<file path="src/rtl/scd_pkg.sv">
package scd_pkg;

   typedef enum logic [2:0] {
      ST_CMD,
      ST_UNI,
      ST_BIP,
      ST_GPIO,
      ST_DAC
   } dec_state_t;

   typedef enum logic [1:0] {
      K_NOP,
      K_SETUP,
      K_GPIO,
      K_DAC
   } cmd_kind_t;

   typedef struct packed {
      logic [1:0] clk_mode;
      logic [1:0] ref_mode;
      logic [1:0] diff_sel;
   } setup_t;

   localparam logic [1:0] CLK_MODE_RST = 2'b10;
   localparam logic [1:0] DIFF_TO_UNI  = 2'b10;
   localparam logic [1:0] DIFF_TO_BIP  = 2'b11;
   localparam logic [7:0] GPIO_CMD     = 8'h03;
   localparam logic [3:0] DAC_CMD_HI   = 4'b0001;

   function automatic cmd_kind_t classify(input logic [7:0] b);
      if (b[7:6] == 2'b01)            return K_SETUP;
      else if (b == GPIO_CMD)         return K_GPIO;
      else if (b[7:4] == DAC_CMD_HI)  return K_DAC;
      else                            return K_NOP;
   endfunction

endpackage

</file>
<file path="src/rtl/scd_spi_sync.sv">
module scd_spi_sync #(
   parameter int STAGES = 2
) (
   input  logic clk,
   input  logic rst_n,
   input  logic cs_n_i,
   input  logic sclk_i,
   input  logic din_i,
   output logic sel_o,
   output logic sck_rise_o,
   output logic cs_rise_o,
   output logic din_o
);
   localparam int TOP = STAGES - 1;

   logic [TOP:0] cs_ff;
   logic [TOP:0] sck_ff;
   logic [TOP:0] din_ff;
   logic         cs_prev;
   logic         sck_prev;

   generate
      for (genvar g = 0; g < STAGES; g++) begin : g_stage
         if (g == 0) begin : g_first
            always_ff @(posedge clk or negedge rst_n) begin
               if (!rst_n) begin
                  cs_ff[0]  <= 1'b1;
                  sck_ff[0] <= 1'b0;
                  din_ff[0] <= 1'b0;
               end else begin
                  cs_ff[0]  <= cs_n_i;
                  sck_ff[0] <= sclk_i;
                  din_ff[0] <= din_i;
               end
            end
         end else begin : g_next
            always_ff @(posedge clk or negedge rst_n) begin
               if (!rst_n) begin
                  cs_ff[g]  <= 1'b1;
                  sck_ff[g] <= 1'b0;
                  din_ff[g] <= 1'b0;
               end else begin
                  cs_ff[g]  <= cs_ff[g-1];
                  sck_ff[g] <= sck_ff[g-1];
                  din_ff[g] <= din_ff[g-1];
               end
            end
         end
      end
   endgenerate

   always_ff @(posedge clk or negedge rst_n) begin
      if (!rst_n) begin
         cs_prev  <= 1'b1;
         sck_prev <= 1'b0;
      end else begin
         cs_prev  <= cs_ff[TOP];
         sck_prev <= sck_ff[TOP];
      end
   end

   assign sel_o      = ~cs_ff[TOP];
   assign sck_rise_o = sck_ff[TOP] & ~sck_prev;
   assign cs_rise_o  = cs_ff[TOP] & ~cs_prev;
   assign din_o      = din_ff[TOP];

   AST_CS_RISE_SINGLE: assert property (@(posedge clk) disable iff (!rst_n)
      cs_rise_o |=> !cs_rise_o);

endmodule

</file>
<file path="src/rtl/scd_byte_shift.sv">
module scd_byte_shift #(
   parameter int BYTE_W = 8
) (
   input  logic              clk,
   input  logic              rst_n,
   input  logic              sel_i,
   input  logic              sck_rise_i,
   input  logic              din_i,
   output logic              byte_vld_o,
   output logic [BYTE_W-1:0] byte_o
);
   localparam int CNT_W = $clog2(BYTE_W);
   localparam logic [CNT_W-1:0] LAST = CNT_W'(BYTE_W - 1);

   logic [CNT_W-1:0]  bit_cnt;
   logic [BYTE_W-2:0] sr;

   always_ff @(posedge clk or negedge rst_n) begin
      if (!rst_n) begin
         bit_cnt    <= '0;
         sr         <= '0;
         byte_vld_o <= 1'b0;
         byte_o     <= '0;
      end else begin
         byte_vld_o <= 1'b0;
         if (!sel_i) begin
            bit_cnt <= '0;
         end else if (sck_rise_i) begin
            sr <= {sr[BYTE_W-3:0], din_i};
            if (bit_cnt == LAST) begin
               bit_cnt    <= '0;
               byte_vld_o <= 1'b1;
               byte_o     <= {sr, din_i};
            end else begin
               bit_cnt <= bit_cnt + 1'b1;
            end
         end
      end
   end

   AST_BYTE_PULSE_ONCE: assert property (@(posedge clk) disable iff (!rst_n)
      byte_vld_o |=> !byte_vld_o);
   AST_IDLE_COUNT_CLEAR: assert property (@(posedge clk) disable iff (!rst_n)
      !sel_i |=> (bit_cnt == '0));

endmodule

</file>
<file path="src/rtl/scd_cmd_fsm.sv">
module scd_cmd_fsm
   import scd_pkg::*;
#(
   parameter int DAC_BYTES = 2,
   localparam int DAC_W = 8 * DAC_BYTES
) (
   input  logic             clk,
   input  logic             rst_n,
   input  logic             byte_vld_i,
   input  logic [7:0]       byte_i,
   input  logic             cs_rise_i,
   output logic             commit_o,
   output logic             setup_v_o,
   output setup_t           setup_o,
   output logic             uni_v_o,
   output logic [7:0]       uni_o,
   output logic             bip_v_o,
   output logic [7:0]       bip_o,
   output logic             gpio_v_o,
   output logic [7:0]       gpio_o,
   output logic             dac_v_o,
   output logic [DAC_W-1:0] dac_o
);
   localparam int IDX_W = (DAC_BYTES > 1) ? $clog2(DAC_BYTES) : 1;
   localparam logic [IDX_W-1:0] IDX_LAST = IDX_W'(DAC_BYTES - 1);

   dec_state_t       state;
   logic [IDX_W-1:0] dac_idx;
   logic [DAC_W-1:0] dac_acc;
   logic [DAC_W-1:0] dac_next;
   cmd_kind_t        kind;

   assign kind = classify(byte_i);

   generate
      if (DAC_BYTES == 1) begin : g_dac_single
         assign dac_next = byte_i;
      end else begin : g_dac_multi
         assign dac_next = {dac_acc[DAC_W-9:0], byte_i};
      end
   endgenerate

   always_ff @(posedge clk or negedge rst_n) begin
      if (!rst_n) begin
         state     <= ST_CMD;
         dac_idx   <= '0;
         dac_acc   <= '0;
         setup_v_o <= 1'b0;
         setup_o   <= '0;
         uni_v_o   <= 1'b0;
         uni_o     <= '0;
         bip_v_o   <= 1'b0;
         bip_o     <= '0;
         gpio_v_o  <= 1'b0;
         gpio_o    <= '0;
         dac_v_o   <= 1'b0;
         dac_o     <= '0;
      end else if (cs_rise_i) begin
         state     <= ST_CMD;
         dac_idx   <= '0;
         setup_v_o <= 1'b0;
         uni_v_o   <= 1'b0;
         bip_v_o   <= 1'b0;
         gpio_v_o  <= 1'b0;
         dac_v_o   <= 1'b0;
      end else if (byte_vld_i) begin
         unique case (state)
            ST_CMD: begin
               unique case (kind)
                  K_SETUP: begin
                     setup_v_o <= 1'b1;
                     setup_o   <= setup_t'(byte_i[5:0]);
                     if (byte_i[1:0] == DIFF_TO_UNI)      state <= ST_UNI;
                     else if (byte_i[1:0] == DIFF_TO_BIP) state <= ST_BIP;
                  end
                  K_GPIO: state <= ST_GPIO;
                  K_DAC: begin
                     state   <= ST_DAC;
                     dac_idx <= '0;
                  end
                  default: ;
               endcase
            end
            ST_UNI: begin
               uni_v_o <= 1'b1;
               uni_o   <= byte_i;
               state   <= ST_CMD;
            end
            ST_BIP: begin
               bip_v_o <= 1'b1;
               bip_o   <= byte_i;
               state   <= ST_CMD;
            end
            ST_GPIO: begin
               gpio_v_o <= 1'b1;
               gpio_o   <= byte_i;
               state    <= ST_CMD;
            end
            ST_DAC: begin
               dac_acc <= dac_next;
               if (dac_idx == IDX_LAST) begin
                  dac_v_o <= 1'b1;
                  dac_o   <= dac_next;
                  state   <= ST_CMD;
               end else begin
                  dac_idx <= dac_idx + 1'b1;
               end
            end
            default: state <= ST_CMD;
         endcase
      end
   end

   assign commit_o = cs_rise_i;

   AST_RETURN_TO_CMD: assert property (@(posedge clk) disable iff (!rst_n)
      cs_rise_i |=> (state == ST_CMD));
   AST_ABORT_DROPS_DAC: assert property (@(posedge clk) disable iff (!rst_n)
      cs_rise_i |=> !dac_v_o);
   AST_DATA_NOT_DECODED: assert property (@(posedge clk) disable iff (!rst_n)
      (byte_vld_i && !cs_rise_i && state == ST_BIP) |=> (bip_v_o && $stable(setup_o)));

endmodule

</file>
<file path="src/rtl/scd_cmd_decoder.sv">
module scd_cmd_decoder
   import scd_pkg::*;
#(
   parameter int SYNC_STAGES = 2,
   parameter int GPIO_W      = 8,
   parameter int DAC_BYTES   = 2,
   localparam int DAC_W      = 8 * DAC_BYTES
) (
   input  logic              clk,
   input  logic              rst_n,
   input  logic              spi_cs_n,
   input  logic              spi_sclk,
   input  logic              spi_din,
   output logic [1:0]        clk_mode_o,
   output logic [1:0]        ref_mode_o,
   output logic [1:0]        diff_sel_o,
   output logic [7:0]        uni_pairs_o,
   output logic [7:0]        bip_pairs_o,
   output logic [GPIO_W-1:0] gpio_cfg_o,
   output logic              dac_wr_valid_o,
   output logic [DAC_W-1:0]  dac_wr_data_o
);
   generate
      if (SYNC_STAGES < 2) begin : g_bad_sync
         $error("SYNC_STAGES must be at least 2");
      end
      if (GPIO_W < 1 || GPIO_W > 8) begin : g_bad_gpio
         $error("GPIO_W must lie in 1..8");
      end
      if (DAC_BYTES < 1 || DAC_BYTES > 4) begin : g_bad_dac
         $error("DAC_BYTES must lie in 1..4");
      end
   endgenerate

   logic             sel, sck_rise, cs_rise, din_s;
   logic             byte_vld;
   logic [7:0]       byte_q;
   logic             commit;
   logic             setup_v, uni_v, bip_v, gpio_v, dac_v;
   setup_t           setup_stg;
   logic [7:0]       uni_stg, bip_stg, gpio_stg;
   logic [DAC_W-1:0] dac_stg;
   logic [GPIO_W-1:0] gpio_next;
   setup_t           setup_q;

   scd_spi_sync #(.STAGES(SYNC_STAGES)) i_sync (
      .clk(clk), .rst_n(rst_n),
      .cs_n_i(spi_cs_n), .sclk_i(spi_sclk), .din_i(spi_din),
      .sel_o(sel), .sck_rise_o(sck_rise), .cs_rise_o(cs_rise), .din_o(din_s)
   );

   scd_byte_shift #(.BYTE_W(8)) i_shift (
      .clk(clk), .rst_n(rst_n),
      .sel_i(sel), .sck_rise_i(sck_rise), .din_i(din_s),
      .byte_vld_o(byte_vld), .byte_o(byte_q)
   );

   scd_cmd_fsm #(.DAC_BYTES(DAC_BYTES)) i_fsm (
      .clk(clk), .rst_n(rst_n),
      .byte_vld_i(byte_vld), .byte_i(byte_q), .cs_rise_i(cs_rise),
      .commit_o(commit),
      .setup_v_o(setup_v), .setup_o(setup_stg),
      .uni_v_o(uni_v), .uni_o(uni_stg),
      .bip_v_o(bip_v), .bip_o(bip_stg),
      .gpio_v_o(gpio_v), .gpio_o(gpio_stg),
      .dac_v_o(dac_v), .dac_o(dac_stg)
   );

   generate
      if (GPIO_W == 8) begin : g_gpio_full
         assign gpio_next = gpio_stg;
      end else begin : g_gpio_part
         assign gpio_next = gpio_stg[GPIO_W-1:0];
      end
   endgenerate

   always_ff @(posedge clk or negedge rst_n) begin
      if (!rst_n) begin
         setup_q        <= '{clk_mode: CLK_MODE_RST, ref_mode: 2'b00, diff_sel: 2'b00};
         uni_pairs_o    <= '0;
         bip_pairs_o    <= '0;
         gpio_cfg_o     <= '0;
         dac_wr_valid_o <= 1'b0;
         dac_wr_data_o  <= '0;
      end else begin
         dac_wr_valid_o <= commit & dac_v;
         if (commit) begin
            if (setup_v) setup_q     <= setup_stg;
            if (uni_v)   uni_pairs_o <= uni_stg;
            if (bip_v)   bip_pairs_o <= bip_stg;
            if (gpio_v)  gpio_cfg_o  <= gpio_next;
            if (dac_v)   dac_wr_data_o <= dac_stg;
         end
      end
   end

   assign clk_mode_o = setup_q.clk_mode;
   assign ref_mode_o = setup_q.ref_mode;
   assign diff_sel_o = setup_q.diff_sel;

   AST_HOLD_WHILE_SELECTED: assert property (@(posedge clk) disable iff (!rst_n)
      !commit |=> ($stable(setup_q) && $stable(uni_pairs_o) && $stable(bip_pairs_o)
                   && $stable(gpio_cfg_o)));
   AST_DAC_STROBE_ON_COMMIT: assert property (@(posedge clk) disable iff (!rst_n)
      dac_wr_valid_o |-> $past(commit));
   AST_DAC_STROBE_SINGLE: assert property (@(posedge clk) disable iff (!rst_n)
      dac_wr_valid_o |=> !dac_wr_valid_o);

endmodule

</file>
<file path="config.mk">
export PLATFORM = sky130hd
export DESIGN_NAME = scd_cmd_decoder
export DESIGN_NICKNAME = d
export VERILOG_FILES = /design/src/rtl/scd_pkg.sv /design/src/rtl/scd_spi_sync.sv /design/src/rtl/scd_byte_shift.sv /design/src/rtl/scd_cmd_fsm.sv /design/src/rtl/scd_cmd_decoder.sv
export SDC_FILE = /design/constraint.sdc
export NUM_CORES = 1
export LEC_CHECK = 0
export BUFFER_PORTS_ARGS = -buffer_cell sky130_fd_sc_hd__buf_2
export CAP_MARGIN = 30
export CORE_MARGIN = 1
export CORE_UTILIZATION = 35
export CTS_CLUSTER_DIAMETER = 120
export DETAILED_ROUTE_END_ITERATION = 7
export HOLD_SLACK_MARGIN = 0.12
export SETUP_SLACK_MARGIN = 0.1
export SLEW_MARGIN = 10
export SYNTH_ARGS = -nofsm -noshare
export SYNTH_HDL_FRONTEND = slang
export SYNTH_HIERARCHICAL = 1
export SYNTH_SLANG_ARGS = --single-unit
export TNS_END_PERCENT = 30
</file>
<file path="constraint.sdc">
create_clock -name clk -period 2.8 [get_ports clk]
set_clock_uncertainty 0.1 [all_clocks]
set_input_delay 0.56 -clock clk [delete_from_list [all_inputs] [get_ports clk]]
set_output_delay 0.56 -clock clk [all_outputs]
set_load 0.005 [all_outputs]
</file>
==> run metrics, run 1 <==
Synth async-reset ratio=1.00; Overflow after GRT=0; top_reg_cell synth=dfrtp_1; largest net degree at the start of global routing=47; crit path cell chain=nor2b_4 -> nor4_4 -> nand2_4 -> mux2_4; measured slew at the worst slew-check pin=0.672 ns; Post-CTS Resized=0; Buffers & Inverters on Critical Path=0; area grow syn2layout=20.0%; placed cell count=561; syn nets=340; Setup crit end kind=flip-flop; pre-CTS setup slack=0.645 ns; final WL=9.46 mm; TNS Setup=0 ns; post-synthesis sequential area ratio=0.644; Top delay family on crit path=simple AND/OR/NAND/NOR gates; Synth Register Bits=137; I/O pin count=52; drt drc=0; GPL Wtd Cong=0.750; post-synthesis average cell area=16.0 µm²; vias in the first global route=3,011; Hold WC Path Type=in -> reg; Pre-Repair DR Iteration Count=6; Hold-fix buffers, CTS=1; Leak=3.38 nW; clk buf depth=2; critical setup path kind=reg -> reg; Tmin final=2.14 ns; n_diodes=0; worst relative slew slack=0.548; Clk Latency, worst-skew pair=0.41 ns; outcome=completed; pwr/cell area=689 mW/mm²; slowest cell on the critical path=nor4_4; Cells after Synth=333; Finished Layout Cells=594; DP Area=0.00578 mm²; RSZ-0062 raised after global routing=false; nets=404; initial core utilization=0.363; max_cap viols=0; share of layout cells above drive strength 1=0.529; clock sinks=137; fin worst setup slack=0.657 ns; leading area contributor after synthesis=dfrtp_1; Port-buffer cells=51; drt initial violations=103; fmax=467 MHz; Design Area, Final=0.00640 mm²; Global Route Usage Sum=0.132; Root Buffer Master=clkbuf_16; Final Max Slew Viols=0; Die ar.=0.0157 mm²; Vias=2,842; VDD IR max=0.402 mV; CP required=2.99 ns; Placeable Area=0.0147 mm²; detailed placement HPWL=6.21 mm; Mapped Area=0.00533 mm²; WL/cell=15.9 µm; Seq. cell area=0.00343 mm²; Final Hold Vio Count=0; row cnt=44; CTS tree=yes; post-CTS setup buffer count=0; Num CTS Buffers=17; H-tree levels=4; Area contributors post-synth=dfrtp_1 (62%), mux2_2 (20%), mux2_4 (5.3%); Vias/cell=4.78; antenna violations before repair=0; clk slew on worst S/H paths=0.06 ns; Fill cells=1,319; Worst path max stage delay=0.60 ns; Worst Path Arrival=2.33 ns; Max Fanout on Critical Path=16; multi-input logic area=0.00179 mm²; CP Launch Type=flip-flop; Core Util, Final=0.435; DIE WIDTH=125 µm; ANT nets after route=0; Netlist cell types=39; die span in y=125 µm; Post-synth EDFFs=0; crit share post-route=0.765; Ys Warns=6; Final Setup Violations=0; first-pass GRT wire length=15.7 mm; top cell type's share of synthesized area=0.624
==> logic make-up (layout without fill, tap and decap cells) <==
family,after synthesis,in the layout,share of synthesized area
adders and majority gates,2,2,0.00469
AOI/OAI and AO/OA,15,15,0.0178
buffers and inverters,18,95,0.0206
DFF,137,137,0.644
and+or+nand+nor,46,46,0.0575
muxes,115,115,0.256
==> routing by layer <==
layer	share of wire	wire, µm	global-route usage
met4	0.018	174	0.0595
met2	0.49	4650	0.205
met3	0.043	407	0.0424
met1	0.45	4230	0.168
met5	0	0	0
==> cell usage after synthesis, types with 2 or more instances <==
library cell / instances
dfrtp_1: 133
clkbuf_1: 3
mux2i_1: 2
nand2_1: 8
a21oi_1: 3
buf_2: 3
mux2_2: 94
nand4_1: 2
nor2_2: 2
nand2b_1: 2
dfstp_2: 4
nand3_1: 5
a21o_1: 2
mux2_4: 19
buf_6: 2
nor2b_1: 4
nor3_1: 2
buf_4: 2
ha_1: 2
nand2_2: 4
nor2_1: 7
o21ai_0: 5
inv_1: 7
==> layout by cell type (no fill, tap or decap), drive strengths merged, types with 3 or more instances in the layout <==
cell type / netlist / routed
inv: 7 / 7
a21oi: 3 / 3
clkbuf: 3 / 19
clkinv: 0 / 7
nand2: 14 / 14
nor2: 9 / 9
dfstp: 4 / 4
buf: 8 / 55
nor2b: 5 / 5
mux2: 113 / 113
clkinvlp: 0 / 3
bufinv: 0 / 3
nand3: 6 / 6
dfrtp: 133 / 133
o21ai: 5 / 5
==> sequential cells by signal, indices dropped and copies added, names as in the netlist, 3 cells and up <==
signal           flops
i_fsm/dac_o         16
i_fsm/state          3
i_shift/sr           7
bip_pairs_o          8
i_fsm/bip_o          8
i_fsm/gpio_o         8
i_shift/bit_cnt      3
dac_wr_data_o       16
i_shift/byte_o       8
uni_pairs_o          8
i_fsm/uni_o          8
gpio_cfg_o           8
i_fsm/dac_acc        8
i_fsm/setup_o        6
==> area by class of cell <==
type | instances | area share
clock buffers | 19 | 0.0708
clock inverters | 13 | 0.0237
inverters | 7 | 0.00411
multi-input cells | 178 | 0.280
flip-flops and latches | 137 | 0.537
well taps | 184 | 0.0360
repair buffers | 56 | 0.0491
==> path summary, 6_finish.rpt <==
| check | start | end | slack, ns | depth (start not counted) |
|---|---|---|---|---|
| setup / recovery | i_sync/cs_prev | i_fsm/dac_o[14] | 0.66 | 4 |
| hold / removal | spi_cs_n | i_sync/cs_ff[0] | 0.15 | 1 |
| setup reg to reg | i_sync/cs_prev | i_fsm/dac_o[14] | 0.66 | 4 |
| hold reg to reg | i_sync/sck_ff[0] | i_sync/sck_ff[1] | 0.25 | 0 |
| max in group asynchronous | rst_n | dac_wr_data_o[4] | 1.37 | 3 |
| min in group asynchronous | rst_n | bip_pairs_o[1] | 0.52 | 2 |
==> power breakdown <==
group | internal, mW | switching (mW) | total, mW
clock network | 1.44 | 0.805 | 2.24
registers | 2.03 | 0.0297 | 2.06
logic | 0.0457 | 0.0597 | 0.105
total | 3.51 | 0.894 | 4.41
==> stage by stage <==
stage,hold slack [ns],power (mW)
floorplan,0.164,2.14
global placement,0.232,2.20
detailed placement,0.237,2.21
CTS,0.134,4.47
global route,0.134,4.57
finish,0.152,4.41
Power figures use the tool's default switching activity.
==> run 2: changes to the inputs <==
Settings changed: ABC_AREA set to 1.
Clock period 2.8 ns to 1.75 ns, I/O delays scaled along.
==> run metrics, run 2 <==
CTS tree=yes; drt drc=0; row cnt=45; reg2reg end=i_fsm/uni_o[1]; Synth Register Bits=137; drt initial violations=213; Netlist cell types=28; top cells by count, synth=nand2_1 (219), dfrtp_1 (133), nand3_1 (51); clk slew on worst S/H paths=0.06 ns; Design Area, Final=0.00682 mm²; DP Area=0.00611 mm²; GPL Wtd Cong=0.757; clk buf depth=2; die span in y=128 µm; area grow syn2layout=21.9%; Hold WC Path Type=reg -> reg; R2R setup slack=0.13 ns; slowest cell on the critical path=dfstp_2; leading area contributor after synthesis=dfrtp_1; Max Fanout on Critical Path=17; max_cap viols=0; commonest non-fill, non-tap cells in the layout=nand2_1 (217), dfrtp_1 (132), buf_2 (50), nand3_1 (49), o21ai_2 (32); count leader, synth=nand2_1; Vias/cell=4.54; final WL=11.2 mm; Vias=3,908; worst relative slew slack=0.577; Synth async-reset ratio=1.00; vias in the first global route=3,732; initial core utilization=0.363; Worst Setup SP=i_sync/cs_prev; Buffers & Inverters on Critical Path=0; detailed placement HPWL=7.34 mm; largest net degree at the start of global routing=55; Setup crit end kind=flip-flop; Levels on crit path=5; post-synthesis sequential area ratio=0.614; CP required=1.96 ns; crit share post-route=0.925; Num CTS Buffers=17; critical setup path kind=reg -> reg; clock sinks=137; Worst path max stage delay=0.54 ns; Die ar.=0.0165 mm²; Root Buffer Master=clkbuf_16; Tmin final=1.62 ns; syn nets=573; Final Hold Vio Count=0; post-synthesis average cell area=9.89 µm²; share of layout cells above drive strength 1=0.263; Top delay family on crit path=simple AND/OR/NAND/NOR gates; most common library cell in the layout ignoring fill and taps=nand2_1; antenna violations before repair=0; outcome=completed; DIE WIDTH=128 µm; Area contributors post-synth=dfrtp_1 (59%), nand2_1 (15%), o21ai_2 (5.0%); Overflow after GRT=0; Setup crit end=i_fsm/uni_o[1]; crit path cell chain=nor2_4 -> nor2_4 -> nand3_4 -> nand2_1 -> o21ai_2; n_diodes=0; first-pass GRT wire length=18.3 mm; pwr/cell area=1060 mW/mm²; Port-buffer cells=51; CP most frequent cell=nor2_4; Worst Path Arrival=1.83 ns; Mapped Area=0.00560 mm²; top cell type's share of synthesized area=0.595; reg2reg path depth=5; top_reg_cell synth=dfrtp_1; launching point of the worst reg2reg path=i_sync/cs_prev; Placeable Area=0.0154 mm²; Pre-Repair DR Iteration Count=4; Cells after Synth=566; fmax=618 MHz; nets=644; Fill cells=1,508; TNS Setup=0 ns; VDD IR max=0.697 mV; H-tree levels=4; biggest regs=dac_wr_data_o (16), i_fsm/dac_o (16); ANT nets after route=0; Final Setup Violations=0; RSZ-0062 raised after global routing=true; I/O pin count=52; Clk Latency, worst-skew pair=0.42 ns; Global Route Usage Sum=0.145; Final Max Slew Viols=0; Post-synth EDFFs=0; measured slew at the worst slew-check pin=0.635 ns; WL/cell=13.0 µm; CP Launch Type=flip-flop; Ys Warns=6; Leak=3.57 nW
run 2: changes by cell type after synthesis, sizes merged, moves of 3 or more:
cell / previous run / this run
nor2b: 5 / 0
nand3: 6 / 56
mux2: 113 / 0
o21ai: 5 / 58
nand2: 14 / 228
nor2: 9 / 16
inv: 7 / 31
nand4: 2 / 9
clkbuf: 3 / 0
buf: 8 / 24
run 2: power breakdown:
part           leakage (nW)  internal [mW]  switching [mW]
Combinational          1.41          0.106           0.222
Clock                 0.285           2.26            1.31
Sequential             1.88           3.23          0.0770
run 2: worst min-delay path by stage:
stage / from / end / slack, ns / cells after the start
3_5_place_dp: rst_n / i_sync/sck_ff[0] / 0.17 / 1
2_1_floorplan: rst_n / bip_pairs_o[0] / -0.05 / 0
6_report: i_sync/din_ff[0] / i_sync/din_o / 0.25 / 0
4_1_cts: i_sync/din_ff[0] / i_sync/din_o / 0.25 / 0
3_3_place_gp: rst_n / i_sync/sck_ff[0] / 0.16 / 1
5_1_grt: i_sync/din_ff[0] / i_sync/din_o / 0.25 / 0
run 2: timing repair:
action,4_1_cts,5_1_grt
hold buffers,4,0
hold endpoints to repair,137,0
setup buffers,0,1
resized for setup,0,13
setup endpoints to repair,0,49
run 2: cells by family (layout without fill, tap and decap cells):
group	Yosys count	count (layout)	share of synthesized area
AND/OR/NAND/NOR	312	313	0.250
flip-flops	137	137	0.614
AO/OA/AOI/OAI	60	60	0.0756
buffers and inverters	55	137	0.0561
adder cells (fa/ha/maj)	2	2	0.00447
run 2: cell type report:
cell class | count | area, µm² | area share
well taps | 211 | 264 | 0.0387
clock inverters | 12 | 150 | 0.0220
clock buffers | 19 | 443 | 0.0649
repair buffers | 75 | 489 | 0.0717
inverters | 31 | 119 | 0.0174
multi-input cells | 375 | 1920 | 0.282
flip-flops and latches | 137 | 3430 | 0.503
run 2: per-layer routing:
metal  track usage  up-vias  share of wire
met5             0        -              0
met4        0.0623        0          0.016
met3        0.0445       13          0.045
met2         0.235       59           0.48
met1         0.179     1881           0.46
li1              -     1955              -
run 2: metrics by stage:
stage                      util  setup slack, ns  total power, mW  hold slack, ns  cells
after detailed placement  0.396            0.113             3.63           0.173    823
final                     0.442            0.131             7.21           0.246    860
after global routing      0.442           0.0363             7.47           0.254    860
after global placement    0.396            0.144             3.62           0.165    823
after floorplan               -            0.198             3.51         -0.0456    566
after CTS                 0.437            0.104             7.24           0.248    858
==> run 3: changes to the inputs <==
Settings changed: SETUP_SLACK_MARGIN 0.1 to 0.5.
==> run metrics, run 3 (same netlist as run 2, synthesis figures left out) <==
crit share post-route=0.943; Leak=3.73 nW; nets=665; TNS Setup=0 ns; pwr/cell area=1020 mW/mm²; Hold WC Path Type=reg -> reg; clock sinks=137; met3 GRT Util=0.0466; met2 Track Usage GR=0.258; CTS tree=yes; I/O pin count=52; critical setup path kind=reg -> reg; reg2reg path depth=8; reg2reg end=i_fsm/dac_o[0]; Pre-Repair DR Iteration Count=4; Final Max Slew Viols=0; drt drc=0; GRT busiest layer=met2; Root Buffer Master=clkbuf_16; CP most frequent cell=nor2_4; Worst Path Arrival=1.86 ns; WL/cell=13.5 µm; worst relative slew slack=0.654; drt initial violations=299; Num CTS Buffers=17; hold path depth=0; largest net degree at the start of global routing=47; Design Area, Final=0.00740 mm²; vias in the first global route=4,080; GPL Wtd Cong=0.825; commonest non-fill, non-tap cells in the layout=nand2_1 (185), dfrtp_1 (131), buf_2 (50), nand3_1 (49), o21ai_2 (34); most common library cell in the layout ignoring fill and taps=nand2_1; outcome=completed; die span in y=128 µm; fmax=606 MHz; Worst Hold Endpoint=i_sync/sck_ff[1]; Vias/cell=4.66; R2R setup slack=0.10 ns; clk buf depth=2; H-tree levels=4; DIE WIDTH=128 µm; row cnt=45; fin worst setup slack=0.100 ns; launching point of the worst reg2reg path=i_sync/cs_prev; Clk Latency, worst-skew pair=0.43 ns; n_diodes=0; biggest regs=dac_wr_data_o (16), i_fsm/dac_o (16); Tmin final=1.65 ns; detailed placement HPWL=7.30 mm; Die ar.=0.0165 mm²; max_cap viols=0; Overflow after GRT=0; Fill cells=1,407; met1 Resource Use GR=0.191; slowest cell on the critical path=dfstp_2; share of layout cells above drive strength 1=0.341; Max Fanout on Critical Path=8; final WL=11.9 mm; antenna violations before repair=0; first-pass GRT wire length=19.7 mm; Final Setup Violations=0; ANT nets after route=0; Global Route Usage Sum=0.156; pre-CTS setup slack=0.0317 ns; VDD IR max=0.700 mV; clk slew on worst S/H paths=0.06 ns; CP Launch Type=flip-flop; CP required=1.96 ns; Port-buffer cells=51; Worst path max stage delay=0.54 ns; RSZ-0062 raised after global routing=true; Final Hold Vio Count=0; Placeable Area=0.0154 mm²; crit path cell chain=nor2_4 -> buf_12 -> nor2_4 -> buf_6 -> nand3_4 -> clkbuf_16 -> nand2_1 -> o21ai_2; measured slew at the worst slew-check pin=0.517 ns; DP Area=0.00614 mm²; Setup crit end kind=flip-flop; HP Start=i_sync/sck_ff[0]; initial core utilization=0.363; Vias=4,109; area grow syn2layout=32.2%
## run 3: cell types whose count changed in the layout (fill, tap and decap cells not counted), sizes merged
cell | before | now
buf | 71 | 86
bufinv | 3 | 4
clkbuf | 19 | 24
clkinv | 5 | 1
clkinvlp | 3 | 5
inv | 32 | 31
nand3 | 56 | 61
nand4 | 10 | 9
## run 3: repair_timing
item / CTS / global route
pin swaps: 9 / 7
cloned: 5 / 4
buffers inserted: 7 / 6
endpoints found under the hold margin: 43 / 0
resized for setup: 16 / 58
setup endpoints to repair: 176 / 176
hold buffers: 4 / 0
## run 3: worst max-delay path by stage
stage / start / to / slack (ns) / cells past startpoint
2_1_floorplan: i_sync/cs_ff[1] / bip_pairs_o[0] / 0.23 / 8
3_3_place_gp: i_sync/cs_ff[1] / i_fsm/bip_o[4] / 0.09 / 7
3_5_place_dp: i_sync/cs_ff[1] / i_fsm/bip_o[3] / 0.03 / 7
4_1_cts: i_sync/cs_prev / i_fsm/bip_o[6] / 0.14 / 7
5_1_grt: i_sync/cs_prev / i_fsm/dac_o[0] / 0.06 / 8
6_report: i_sync/cs_prev / i_fsm/dac_o[0] / 0.10 / 8
## run 3: routing by layer
metal / wire length, µm / vias to the layer above
li1: - / 2018
met1: 5430 / 2000
met2: 5830 / 75
met3: 495 / 16
met4: 177 / 0
met5: 0 / -
## run 3: report_power, final
part / total [mW] / leakage (nW) / switching [mW] / internal, mW
sequential: 3.28 / 1.88 / 0.0487 / 3.23
combinational: 0.414 / 1.54 / 0.275 / 0.139
clock: 3.89 / 0.305 / 1.35 / 2.54
## run 3: layout make-up
class / count / area (µm²) / share of cell area
timing repair buffer: 92 / 777 / 0.105
clock buffer: 22 / 484 / 0.0654
inverter: 31 / 125 / 0.0169
clock inverter: 10 / 164 / 0.0222
multi-input combinational: 379 / 2150 / 0.290
tap: 211 / 264 / 0.0357
sequential: 137 / 3440 / 0.464
## run 3: worst max-delay path: cells and delay by family (launching register included)
kind	cells	cell delay (ns)
flops	1	0.54
buf+inv	3	0.48
simple gates	4	0.36
compound gates	1	0.05
## run 3: metrics by stage
stage          total power, mW  instances  utilization  hold slack (ns)
2_1_floorplan             3.51        566            -          -0.0456
3_3_place_gp              3.62        824        0.398            0.216
3_5_place_dp              3.64        824        0.398            0.229
4_1_cts                   7.61        872        0.459            0.250
5_1_grt                   7.85        882        0.480            0.252
6_report                  7.58        882        0.480            0.247
